[config.mk]
export PLATFORM = sky130hd
export DESIGN_NAME = alu4_slice
export DESIGN_NICKNAME = d
export VERILOG_FILES = /design/src/rtl/alu4_slice.sv
export SDC_FILE = /design/constraint.sdc
export NUM_CORES = 1
export LEC_CHECK = 0
export CAP_MARGIN = 20
export CORE_AREA = 4 4 41 43
export DETAILED_ROUTE_END_ITERATION = 10
export DIE_AREA = 0 0 45 47
export PLACE_DENSITY = 0.72
export SLEW_MARGIN = 25
export SYNTH_ARGS = -nofsm -noshare
export SYNTH_HDL_FRONTEND = slang
export SYNTH_SLANG_ARGS = --single-unit
[constraint.sdc]
create_clock -name vclk -period 2
set_input_delay 0.4 -clock vclk [all_inputs]
set_output_delay 0.4 -clock vclk [all_outputs]
set_load 0.02 [all_outputs]
[src/rtl/alu4_slice.sv]
module alu4_slice (
  input  logic [3:0] opa_i,
  input  logic [3:0] opb_i,
  input  logic [3:0] sel_i,
  input  logic       mode_i,
  input  logic       carry_n_i,
  output logic [3:0] res_o,
  output logic       cout_n_o,
  output logic       prop_n_o,
  output logic       gen_n_o,
  output logic       eq_o
);
  logic [3:0] xt, yt;
  logic [4:0] c;
  logic       grp_g, grp_p;

  assign xt = opa_i | (opb_i & {4{sel_i[0]}}) | (~opb_i & {4{sel_i[1]}});
  assign yt = (opa_i & opb_i & {4{sel_i[3]}}) | (opa_i & ~opb_i & {4{sel_i[2]}});

  assign c[0] = ~carry_n_i;
  for (genvar i = 0; i < 4; i++) begin : g_rip
    assign c[i+1] = yt[i] | (xt[i] & c[i]);
  end

  assign grp_g = yt[3] | (xt[3] & yt[2]) | (xt[3] & xt[2] & yt[1])
               | (xt[3] & xt[2] & xt[1] & yt[0]);
  assign grp_p = &xt;

  assign res_o    = mode_i ? ~(xt ^ yt) : (xt ^ yt ^ c[3:0]);
  assign cout_n_o = ~(grp_g | (grp_p & c[0]));
  assign prop_n_o = ~grp_p;
  assign gen_n_o  = ~grp_g;
  assign eq_o     = &res_o;
endmodule


# Word level (Yosys, flattened, before mapping)
# Index checks and enable logic that the tools add are counted.
[classes]
addsub = 0
n_reduce_logical = 2
n_mul = 0
n_mux = 1
div = 0
bitwise = 33
n_lt_le_gt_ge = 0
n_shift = 0
n_eq_ne = 0
[op_table]
columns = ["op", "n"]
rows = [
  ["$and 4x4->4", 6],
  ["$or 4x4->4", 3],
  ["$and 1x1->1", 9],
  ["$not 4->4", 2],
  ["$reduce_and 4->1", 2],
  ["$xor 4x4->4", 2],
  ["$or 1x1->1", 7],
  ["$mux 4", 1],
  ["$not 1->1", 4],
]
[totals]
latchBits = 0
n_memories = 0
rom_bits = 0
out_inout_bits = 8
ff_bits = 0
word_cells = 36
mem_bits_rw = 0

# Longest topological paths before layout
# Gate-level depths: netlist (run 1).
[depth]
word_depth = 12
depth_mapped = 5

# Worst setup path before layout (run 1)
# OpenSTA, ideal clock, no wires.
[synth_path]
path_kind = "input to output"
start = "in mode_i"
end = "out eq_o"
path_stages = 4
slack_ns = -0.380
required_ns = 1.600
t_arrival_ns = 1.980
cell_sequence = "clkdlybuf4s50_1 > or4_1 > a21oi_1 > a2bb2oi_1"
[synth_via]
elab_chain_len = 2
[synth_lines]
columns = ["item", "line", "text"]
rows = [
  ["start, declared", "5", "input logic mode_i,"],
  ["$mux 4", "29", "assign res_o = mode_i ? ~(xt ^ yt) : (xt ^ yt ^ c[3:0]);"],
  ["$reduce_and 4->1", "33", "assign eq_o = &res_o;"],
  ["end, declared", "11", "output logic eq_o"],
]
# Every way passes these cells.

# Final worst setup path (run 1)
[layout_path]
start = "in sel_i[0]"
end = "out eq_o"
[layout_via]
elab_chain_len = 12
[layout_lines]
columns = ["item", "line", "text"]
rows = [
  ["start, declared", "4", "input logic [3:0] sel_i,"],
  ["$and 4x4->4 (*)", "17", "assign xt = opa_i | (opb_i & {4{sel_i[0]}}) | (~opb_i & {4{sel_i[1]}});"],
  ["$or 4x4->4 (*) (2 in series)", "17", ""],
  ["$and 1x1->1", "22", "assign c[i+1] = yt[i] | (xt[i] & c[i]);"],
  ["$or 1x1->1", "22", ""],
  ["$and 1x1->1", "22", ""],
  ["$or 1x1->1", "22", ""],
  ["$and 1x1->1", "22", ""],
  ["$or 1x1->1", "22", ""],
  ["$xor 4x4->4", "29", ""],
  ["$mux 4 (*)", "29", ""],
  ["$reduce_and 4->1 (*)", "33", ""],
]
# Every way passes the cells marked *; elsewhere a longest branch is shown, timed or not.

==> results of run 1 <==
-- metal layers --
| layer | routed length (µm) | vias up |
|---|---|---|
| li1 | - | 333 |
| met1 | 952 | 372 |
| met2 | 1390 | 40 |
| met3 | 143 | 16 |
| met4 | 141 | 0 |
| met5 | 0 | - |
-- what timing repair did --
item                       CTS  global route
setup endpoints to repair    8             8
pin swaps                   12             9
resized for setup          140            13
setup buffers                5             3
-- report_power, final --
part,internal (mW),leakage (nW),switching [mW]
clock,0,0,0
combinational,0.206,0.517,0.179
sequential,0,0,0
-- worst max-delay path, delay by kind of cell --
family,cells,cell delay [ns]
buffers and inverters,3,0.35
AO/OA/AOI/OAI,2,0.32
multiplexers,1,0.29
AND/OR/NAND/NOR,1,0.50
-- cell type report --
class,count,area [µm²]
Inverter,3,11.3
Multi-Input combinational cell,57,634
Timing Repair Buffer,54,510
Tap cell,15,18.8
Fill cell,57,126
-- layout by cell type (no fill, tap or decap), types with 3 or more instances in the layout --
cell type,n
sky130_fd_sc_hd__inv_2,3
sky130_fd_sc_hd__nand2_1,7
sky130_fd_sc_hd__dlygate4sd2_1,3
sky130_fd_sc_hd__buf_6,18
sky130_fd_sc_hd__and2_4,3
sky130_fd_sc_hd__buf_4,25
sky130_fd_sc_hd__buf_8,3
sky130_fd_sc_hd__nor2_1,5
sky130_fd_sc_hd__mux2_4,5
sky130_fd_sc_hd__xnor2_1,3
-- kinds of logic after synthesis --
group / after synthesis / share of synthesized area
AND/OR/NAND/NOR: 28 / 0.344
AO/OA/AOI/OAI: 16 / 0.257
multiplexers: 9 / 0.263
XOR/XNOR: 4 / 0.0846
buffers and inverters: 4 / 0.0514
-- per-stage QoR --
step	worst slack, ns	total power, mW	TNS [ns]	instances
4_1_cts	-0.313	0.348	-0.844	126
5_1_grt	-0.317	0.403	-1.55	129
3_5_place_dp	-1.29	0.275	-8.21	122
2_1_floorplan	-0.206	0.129	-0.206	61
6_report	-0.266	0.385	-1.15	129
3_3_place_gp	-1.25	0.272	-8.10	122
-- worst max path at each step --
stage,depth (start not counted),slack (ns),end,from
5_1_grt,8,-0.32,eq_o,opb_i[3]
4_1_cts,6,-0.31,eq_o,opa_i[1]
6_report,7,-0.27,eq_o,sel_i[0]
2_1_floorplan,4,-0.21,eq_o,opa_i[1]
3_5_place_dp,6,-1.29,eq_o,opa_i[1]
3_3_place_gp,6,-1.25,eq_o,opa_i[1]
-- cell usage after synthesis, drive strengths merged --
library cell	count	share of area
or4	1	0.018
nor3	2	0.024
o21ai	4	0.048
a2bb2oi	2	0.042
o211ai	1	0.018
mux4	1	0.054
nand2	9	0.082
a21oi	3	0.036
a31oi	1	0.015
a211oi	2	0.036
o21bai	1	0.018
nor4b	1	0.021
nand3b	1	0.018
o311ai	1	0.021
nor2b	3	0.045
o2bb2ai	1	0.021
mux2i	3	0.073
nor2	7	0.063
clkdlybuf4s50	1	0.024
mux2	5	0.14
inv	3	0.027
xnor2	4	0.085
and2	3	0.048
and4b	1	0.024
==> parameters.txt, run 1 <==
Parameter                              Value

Worst setup path
  Worst path arrival time    1.87 ns
  Required time of the critical path    1.60 ns
  Most frequent CP cell    sky130_fd_sc_hd__buf_6
  Max incr delay on CP    0.50 ns
  Startpoint type of the worst setup path    input port
  Worst-path cell with the longest stage delay    sky130_fd_sc_hd__or4_4
  Top fanout value on the critical path    4
  List of cells traversed by the critical path    buf_8, buf_6, mux2_4, or4_4, a21oi_4, a2bb2oi_4, buf_6
  Setup CP Type    input port to primary output
  Critical path endpoint category    primary output

Yosys
  Net Count, Synth    75
  Number of warnings issued by yosys    0
  Synth unique cells    26
  Portion of the post-synthesis area used by sequential elements    0
  Syn avg cell area    6.79 µm²
  Synthesized netlist cell count    61
  Synth Cell Area    414 µm²

Placement
  IO buf count    22
  Post-DP HPWL    1360 µm
  Gp weighted congestion    0.805
  Placed instance area    865 µm²

Worst hold path
  Tightest Hold Check Type    input port to primary output
  Worst hold start    opb_i[0]
  Cell depth of the worst min-delay path    4
  Worst Hold Endpoint    prop_n_o

Global routing
  Fraction of met3 tracks used by global routing    0.00766
  Total gr overflow    0
  Global Route met1 Usage    0.251
  Maximum number of pins on one net before global-route repair    9
  Via count of the first global-routing pass    715
  Wire length of the first global-routing pass    3510 µm
  Total track usage    0.229
  Met2 Use GR    0.483
  Number of antenna violations at the first check in global routing    0
  Global route hottest layer    met2

Routing
  Post-route antenna net violation count    0
  First-iteration detailed-routing DRC count    13
  Drt total wl    2630 µm
  Detailed-router iteration count before antenna repair    5
  Remaining design rule violation count    0
  Overall via count from detail_route    761
  Routed len/inst    20.4 µm
  Number of vias per cell    5.90

Layout
  P&R area growth vs syn    184%
  Layout cell share with drive strength beyond 1    0.746
  Clock buf count    0
  Final core utilization    0.903
  NumNets Final    130
  Area used by sequential logic in the layout    0 µm²
  Number of antenna diodes    0
  Seq Cell Count    0
  Design area    1170 µm²

Timing
  Worst max-slew margin expressed relative to the limit    0.794
  Highest Clock Rate    441 MHz
  Total of endpoints with negative setup slack in the final report    8
  Worst hold slack across all endpoints    1.28 ns
  Final setup margin    -0.266 ns
  RSZ-0062 raised after global routing    true
  Portion of the clock cycle consumed by the worst path in the final layout    1.13
  Minimum clock period after layout    2.27 ns
  Pin slew with the least headroom to its limit    0.305 ns
  Pins over their slew limit    0
  Final-report hold violation count    0

Floorplan
  Chip width    45 µm
  I/O pin count    22
  Starting density of the core    0.318
  Floorplan die height    47 µm
  Std cell rows    13
  Die area    2120 µm²
  CORE AREA    1300 µm²

Power and ir drop
  LEAKAGE    0.517 nW
  Pwr dens    328 nW/µm²
  Maximum VDD drop    0.000211 V

Flow run
  Max-capacitance violation count    0

Clock tree
  Number of hold buffers added after CTS    0

Status
  Outcome    complete, but fails checks
  Failing checks    negative setup slack
(Power assumes the default switching activity.)
==> run 2, diff against run 1 <==
Settings changed: CAP_MARGIN 20 to default.
==> results of run 2 <==
Final layout, timing and power as in run 1 (identical DEF).
